===== config.mk =====
export PLATFORM = sky130hd
export DESIGN_NAME = adc_window_gate
export DESIGN_NICKNAME = d
export VERILOG_FILES = /design/src/rtl/adc_wg_pkg.sv /design/src/rtl/adc_wg_delay.sv /design/src/rtl/adc_wg_qualifier.sv /design/src/rtl/adc_window_gate.sv
export SDC_FILE = /design/constraint.sdc
export NUM_CORES = 1
export LEC_CHECK = 0
export BUFFER_PORTS_ARGS = -buffer_cell sky130_fd_sc_hd__buf_2
export CORE_MARGIN = 1.5
export CORE_UTILIZATION = 35
export CTS_BUF_LIST = sky130_fd_sc_hd__clkbuf_2
export DETAILED_ROUTE_END_ITERATION = 6
export GPL_TIMING_DRIVEN = 0
export HOLD_SLACK_MARGIN = 0.08
export SETUP_SLACK_MARGIN = 0.15
export SLEW_MARGIN = 20
export SYNTH_ARGS = -nofsm -noshare
export SYNTH_HDL_FRONTEND = slang
export SYNTH_SLANG_ARGS = --single-unit

===== constraint.sdc =====
create_clock -name clk_i -period 7.1 [get_ports clk_i]
set_input_delay 1.42 -clock clk_i [delete_from_list [all_inputs] [get_ports clk_i]]
set_output_delay 1.42 -clock clk_i [all_outputs]
set_load 0.005 [all_outputs]

===== src/rtl/adc_wg_pkg.sv =====
package adc_wg_pkg;

   // keep-rule encoding as seen on the mode input
   typedef enum logic [1:0] {
      QM_ALWAYS   = 2'd0,
      QM_ONE_HIT  = 2'd1,
      QM_TWO_HITS = 2'd2,
      QM_ADJ_PAIR = 2'd3
   } qual_mode_e;

endpackage


===== src/rtl/adc_wg_delay.sv =====
module adc_wg_delay #(
   parameter int W     = 18,
   parameter int DEPTH = 65
) (
   input  logic         clk_i,
   input  logic         rst_ni,
   input  logic [W-1:0] d_i,
   output logic [W-1:0] q_o
);

   if (DEPTH < 2) begin : g_bad_depth
      $error("adc_wg_delay: DEPTH must be at least 2");
   end
   if (W < 1) begin : g_bad_width
      $error("adc_wg_delay: W must be positive");
   end

   logic [W-1:0] stage_q [DEPTH];

   always_ff @(posedge clk_i) begin
      if (!rst_ni) begin
         for (int i = 0; i < DEPTH; i++) stage_q[i] <= '0;
      end else begin
         stage_q[0] <= d_i;
         for (int i = 1; i < DEPTH; i++) stage_q[i] <= stage_q[i-1];
      end
   end

   assign q_o = stage_q[DEPTH-1];

endmodule


===== src/rtl/adc_wg_qualifier.sv =====
module adc_wg_qualifier
   import adc_wg_pkg::*;
#(
   parameter int DATA_W  = 14,
   parameter int WIN_LEN = 64
) (
   input  logic              clk_i,
   input  logic              rst_ni,
   input  logic [DATA_W-1:0] sample_i,
   input  logic              start_i,
   input  logic [DATA_W-1:0] thr_i,
   input  qual_mode_e        mode_i,
   output logic              open_o,
   output logic              member_o,
   output logic              keep_o
);

   localparam int CNT_W = (WIN_LEN > 2) ? $clog2(WIN_LEN) : 1;

   if (WIN_LEN < 2) begin : g_bad_win
      $error("adc_wg_qualifier: WIN_LEN must be at least 2");
   end

   logic              start_q;
   logic              busy_q;
   logic [CNT_W-1:0]  cnt_q;
   logic [1:0]        hits_q;
   logic              prev_q;
   logic              pair_q;
   logic [DATA_W-1:0] thr_q;
   qual_mode_e        mode_q;
   logic              keep_q;

   logic              open_w, member_w, last_w, hit_w, prev_w, pair_w, pass_w;
   logic [CNT_W-1:0]  idx_w;
   logic [1:0]        hits_base_w, hits_w;
   logic [DATA_W-1:0] thr_w;
   qual_mode_e        mode_w;

   always_comb begin
      open_w      = start_i && !start_q && !busy_q;
      member_w    = open_w || busy_q;
      idx_w       = open_w ? '0 : cnt_q;
      last_w      = member_w && (idx_w == CNT_W'(WIN_LEN - 1));
      thr_w       = open_w ? thr_i  : thr_q;
      mode_w      = open_w ? mode_i : mode_q;
      hit_w       = member_w && (sample_i > thr_w);
      hits_base_w = open_w ? 2'd0 : hits_q;
      hits_w      = (hits_base_w == 2'd2) ? 2'd2 : hits_base_w + {1'b0, hit_w};
      prev_w      = open_w ? 1'b0 : prev_q;
      pair_w      = (open_w ? 1'b0 : pair_q) || (prev_w && hit_w);
      case (mode_w)
         QM_ALWAYS:   pass_w = 1'b1;
         QM_ONE_HIT:  pass_w = (hits_w != 2'd0);
         QM_TWO_HITS: pass_w = (hits_w == 2'd2);
         default:     pass_w = pair_w;
      endcase
   end

   always_ff @(posedge clk_i) begin
      if (!rst_ni) begin
         start_q <= 1'b0;
         busy_q  <= 1'b0;
         cnt_q   <= '0;
         hits_q  <= 2'd0;
         prev_q  <= 1'b0;
         pair_q  <= 1'b0;
         thr_q   <= '0;
         mode_q  <= QM_ALWAYS;
         keep_q  <= 1'b1;
      end else begin
         start_q <= start_i;
         if (member_w) begin
            busy_q <= !last_w;
            cnt_q  <= idx_w + CNT_W'(1);
            hits_q <= hits_w;
            prev_q <= hit_w;
            pair_q <= pair_w;
         end
         if (open_w) begin
            thr_q  <= thr_i;
            mode_q <= mode_i;
         end
         if (last_w) keep_q <= pass_w;
      end
   end

   assign open_o   = open_w;
   assign member_o = member_w;
   assign keep_o   = keep_q;

   // a fresh start edge inside a window only advances the count
   p_retrig_ignored_r9: assert property (@(posedge clk_i) disable iff (!rst_ni)
      busy_q && start_i && !start_q |=> cnt_q == CNT_W'($past(cnt_q) + 1'b1));

   // latched settings hold while a window is open
   p_settings_frozen_r10: assert property (@(posedge clk_i) disable iff (!rst_ni)
      busy_q |=> $stable(thr_q) && $stable(mode_q));

   // the window closes right after its last sample
   p_window_closes_r8: assert property (@(posedge clk_i) disable iff (!rst_ni)
      last_w |=> !busy_q);

   // rule 0 always ends with a keep decision
   p_always_keeps_r3: assert property (@(posedge clk_i) disable iff (!rst_ni)
      last_w && (mode_w == QM_ALWAYS) |=> keep_q);

endmodule


===== src/rtl/adc_window_gate.sv =====
module adc_window_gate
   import adc_wg_pkg::*;
#(
   parameter int DATA_W     = 14,
   parameter int WIN_LEN    = 64,
   parameter int LATENCY    = 66,
   parameter int FILL_VALUE = 1000
) (
   input  logic              clk_i,
   input  logic              rst_ni,
   input  logic              en_i,
   input  logic [DATA_W-1:0] data_i,
   input  logic              start_i,
   input  logic              mark_i,
   input  logic [DATA_W-1:0] thr_i,
   input  logic [1:0]        mode_i,
   output logic [DATA_W-1:0] data_o,
   output logic              start_o,
   output logic              mark_o
);

   localparam int PKT_W   = DATA_W + 4;
   localparam int DLY_LEN = LATENCY - 1;
   localparam logic [DATA_W-1:0] FILL = DATA_W'(FILL_VALUE);

   if (LATENCY < WIN_LEN + 2) begin : g_bad_latency
      $error("adc_window_gate: LATENCY must be at least WIN_LEN + 2");
   end
   if (FILL_VALUE < 0 || FILL_VALUE >= (1 << DATA_W)) begin : g_bad_fill
      $error("adc_window_gate: FILL_VALUE does not fit DATA_W");
   end

   logic             q_open, q_member, q_keep;
   logic [PKT_W-1:0] dly_in, dly_out;
   logic [DATA_W-1:0] tail_data;
   logic             tail_start, tail_mark, tail_first, tail_member;
   logic             keep_hold_q, keep_sel;

   adc_wg_qualifier #(
      .DATA_W  (DATA_W),
      .WIN_LEN (WIN_LEN)
   ) u_qual (
      .clk_i    (clk_i),
      .rst_ni   (rst_ni),
      .sample_i (data_i),
      .start_i  (start_i),
      .thr_i    (thr_i),
      .mode_i   (qual_mode_e'(mode_i)),
      .open_o   (q_open),
      .member_o (q_member),
      .keep_o   (q_keep)
   );

   assign dly_in = {data_i, start_i, mark_i, q_open, q_member};

   adc_wg_delay #(
      .W     (PKT_W),
      .DEPTH (DLY_LEN)
   ) u_dly (
      .clk_i  (clk_i),
      .rst_ni (rst_ni),
      .d_i    (dly_in),
      .q_o    (dly_out)
   );

   assign {tail_data, tail_start, tail_mark, tail_first, tail_member} = dly_out;

   // the first sample of a window carries the fresh decision; later ones reuse it
   assign keep_sel = tail_first ? q_keep : keep_hold_q;

   always_ff @(posedge clk_i) begin
      if (!rst_ni) begin
         data_o      <= '0;
         start_o     <= 1'b0;
         mark_o      <= 1'b0;
         keep_hold_q <= 1'b1;
      end else begin
         keep_hold_q <= keep_sel;
         if (en_i) begin
            data_o  <= (tail_member && !keep_sel) ? FILL : tail_data;
            start_o <= tail_start;
            mark_o  <= tail_mark;
         end else begin
            data_o  <= data_i;
            start_o <= start_i;
            mark_o  <= mark_i;
         end
      end
   end

   // bypass mode is a single register stage
   p_bypass_r1: assert property (@(posedge clk_i) disable iff (!rst_ni)
      !en_i |=> (data_o == $past(data_i)) && (start_o == $past(start_i))
                && (mark_o == $past(mark_i)));

   // a window head only ever travels with an active start bit
   p_head_has_start_r8: assert property (@(posedge clk_i) disable iff (!rst_ni)
      tail_first |-> tail_start && tail_member);

   // in suppression mode the start output follows the delay line tail
   p_start_follows_r2: assert property (@(posedge clk_i) disable iff (!rst_ni)
      en_i |=> start_o == $past(tail_start));

endmodule


==> qor.yml <==
layout:
  syn_to_final_growth_pct: 12.3
  final-instance-count-excl-fill: 4469
  final_net_count: 3091
  finalCoreUtilization: 0.396
  final_cell_area_um2: 37500
  drive_above_1_share: 0.153
timing:
  finalHoldViolCount: 0
  relSlewSlack: 0.431
  layout_min_cycle_time_ps: 3460
  worst_pin_slew_ps: 854
  timing.final.max_slew_violations: 0
  timing.fmax_ghz: 0.289
  finalCritPeriodShare: 0.487
  timing.clock.skew_ps: 101
  grt_setup_unrepaired: "no"
  finalSetupTns_ps: 0
  setup_violations: 0
yosys:
  synth_edf_count: 0
  synthMuxAreaShare: 0.00607
  share_of_the_yosys_chip_area_belonging_to_registers: 0.729
  synth-seq-cells: 1215
  mapped_nets: 2749
  post_synth_xor_xnor_area: 0.000787
  synth-simple-area-share: 0.231
  synthesis.area_um2: 33400
  postSynthCellCount: 2698
  yosysWarnings: 0
  synth_compound_area_frac: 0.00956
  synthDistinctLibCells: 40
  avgSynthCellArea_um2: 12.4
  async_reset_ff_frac: 0
  dominantRegCellSynth: "dfxtp_1"
  dominant_combinational_cell_family_by_area_after_synthesis: "simple AND/OR/NAND/NOR gates"
  synthAdderAreaFrac: 0.00600
min_path:
  hold_start: "mark_i"
  worst_hold_path.num_cells: 2
  min_delay_worst_endpoint: "u_dly.stage_q[0][2]$_SDFF_PN0_"
  hold_class: "input port to flip-flop"
setup_path:
  worst_r2r_path_cells: 14
  ff_to_ff_start: "u_qual.busy_q$_SDFFE_PN0P_"
  critical_path.reg2reg.endpoint: "u_qual.keep_o$_SDFFE_PN1P_"
  worstSetupEndpointType: "flip-flop"
  reg2reg_setup_slack_ps: 3640
  critical_path.max_fanout: 10
  worst_setup_path_start_kind: "flip-flop"
  critical_path_class: "flip-flop to flip-flop"
  cp.arrival_ps: 4660
  data_required_time_of_the_critical_path_ps: 8300
global_route:
  grtUsageTotal: 0.106
  first_global_vias: 17575
  grt_antenna_before_repair: 4
  maximum_number_of_pins_on_one_net_before_global_route_repair: 17
  grt_overflow: 0
  grt_pass1_wl_um: 83400
clock_tree:
  cts_inserted_buffers: 291
  clock_insertion_delay_worst_skew_ps: 1390
  clock_tree.buffer_depth: 4
  clk_sink_count: 1215
  clk_root_buffer_cell: "clkbuf_2"
  htree_levels: 5
  cts_resized: 0
  cts_tree: "yes"
  worst_setup_hold_path_clk_slew_ps: 120
placement:
  place.detailed.instances: 4011
  dpl_cell_area_um2: 35200
  buffer_ports.inserted: 48
  place.gp.congestion: 0.770
  place.detailed.hpwl_um: 31000
status:
  run_status: "finished clean"
floorplanning:
  die_w_um: 312
  placement_rows: 113
  boundaryPins: 51
  floorplan.die_area_um2: 97200
  starting_density_of_the_core: 0.352
  floorplan.die.height_um: 312
  core_um2: 94700
pwr:
  power_leakage_nw: 16.1
  p_total_mw: 11.1
  irDropWorstVdd_mv: 0.143
  power.density_cell_area_nw_per_um2: 296
flow_run:
  max_cap_viol_count: 0
routing:
  drt_first_iter_violations: 464
  route.detailed.drc: 0
  wire_length_after_detailed_routing_um: 49600
  dr.pass1.iters: 4
  detail_route.vias_per_cell: 3.86
  wire_per_inst_um: 11.1
  via_total_after_detailed_routing: 17249
  route.antenna.remaining_nets: 0
area by class of cell:
type / instances / area, µm²
Timing Repair Buffer: 49 / 250
Inverter: 11 / 41.3
Clock inverter: 33 / 183
Multi-Input combinational cell: 1332 / 8470
Fill cell: 9273 / 57200
Tap cell: 1265 / 1580
Clock buffer: 418 / 2090
Sequential cell: 1215 / 24300
Antenna cell: 6 / 15.0
Buffer: 140 / 546
through the flow:
stage	worst slack (ps)	hold slack (ps)
finish	3640	335
global route	3480	84.5
CTS	3520	85.6
detailed placement	2550	417
global placement	2550	412
floorplan	3020	401
worst max-delay path by stage:
stage	startpoint	endpoint	slack (ps)	cells after the start
3_3_place_gp	start_i	u_qual.keep_o$_SDFFE_PN1P_	2550	14
5_1_grt	u_qual.busy_q$_SDFFE_PN0P_	u_qual.keep_o$_SDFFE_PN1P_	3480	15
3_5_place_dp	start_i	u_qual.keep_o$_SDFFE_PN1P_	2550	14
4_1_cts	data_o[9]$_SDFF_PN0_	data_o[9]	3520	1
2_1_floorplan	start_i	u_qual.keep_o$_SDFFE_PN1P_	3020	13
6_report	u_qual.busy_q$_SDFFE_PN0P_	u_qual.keep_o$_SDFFE_PN1P_	3640	14
cell usage in the layout (no fill, tap or decap), types with 3 or more instances in the layout:
cell,count
inv_2,3
diode_2,6
clkbuf_2,418
buf_2,49
clkbuf_1,136
dfxtp_1,1215
mux2i_1,18
ha_1,16
nor2_1,4
nor2b_1,18
o21ai_0,15
nand4_1,5
a21oi_1,9
inv_1,11
and2_1,1174
clkinv_1,25
o221a_2,6
nand2_1,37
cell families after synthesis:
kind of cell,after synthesis
adder cells (fa/ha/maj),16
buffers and inverters,151
multiplexers,19
XOR/XNOR,3
AND/OR/NAND/NOR,1248
AO/OA/AOI/OAI,46
flip-flops,1215
registers in the layout, indices dropped and copies added (netlist names), 2 cells and up:
name / count
u_qual.mode_q: 2
u_dly.stage_q: 1170
data_o: 14
u_qual.hits_q: 2
u_qual.cnt_q: 6
u_qual.thr_q: 14
Yosys cell counts, types with 2 or more instances:
library cell / count / area share
a21o_1: 2 / 0.00045
a21oi_1: 9 / 0.0013
and2_1: 1174 / 0.22
and4_1: 2 / 0.00052
buf_6: 2 / 0.00067
clkbuf_1: 136 / 0.015
dfxtp_1: 1215 / 0.73
ha_1: 16 / 0.0060
inv_1: 11 / 0.0012
mux2i_1: 18 / 0.0054
nand2_1: 37 / 0.0042
nand2b_1: 2 / 0.00037
nand3_1: 2 / 0.00030
nand4_1: 5 / 0.00094
nor2_1: 4 / 0.00045
nor2b_1: 18 / 0.0034
o21a_1: 2 / 0.00045
o21ai_0: 15 / 0.0022
o221a_2: 6 / 0.0020
xor2_1: 2 / 0.00052
worst max-delay path, stage by stage (launching register included):
cell	delay, ps
dfxtp_1	330
buf_6	130
or3b_4	420
buf_6	180
buf_4	190
mux2i_1	150
ha_1	330
nand4_1	140
a311o_1	330
a21oi_1	220
ha_1	260
o21ai_1	160
nand2b_1	100
o2bb2ai_1	130
a221o_1	290
power breakdown:
group | internal, mW | switching, mW
Sequential | 6.84 | 0.0102
Combinational | 0.0706 | 0.147
Clock | 1.61 | 2.42
per-layer routing:
layer  track usage  part of all wire  vias up
li1              -                 -     9029
met1         0.124              0.46     7847
met2         0.168              0.46      263
met3        0.0361             0.049      110
met4        0.0631             0.025        0
met5             0                 0        -
repair_timing:
action,4_1_cts,5_1_grt
hold endpoints to repair,1,0
setup buffers,0,0
hold buffers,1,0
Note: power is estimated with default switching activity, not from simulation.
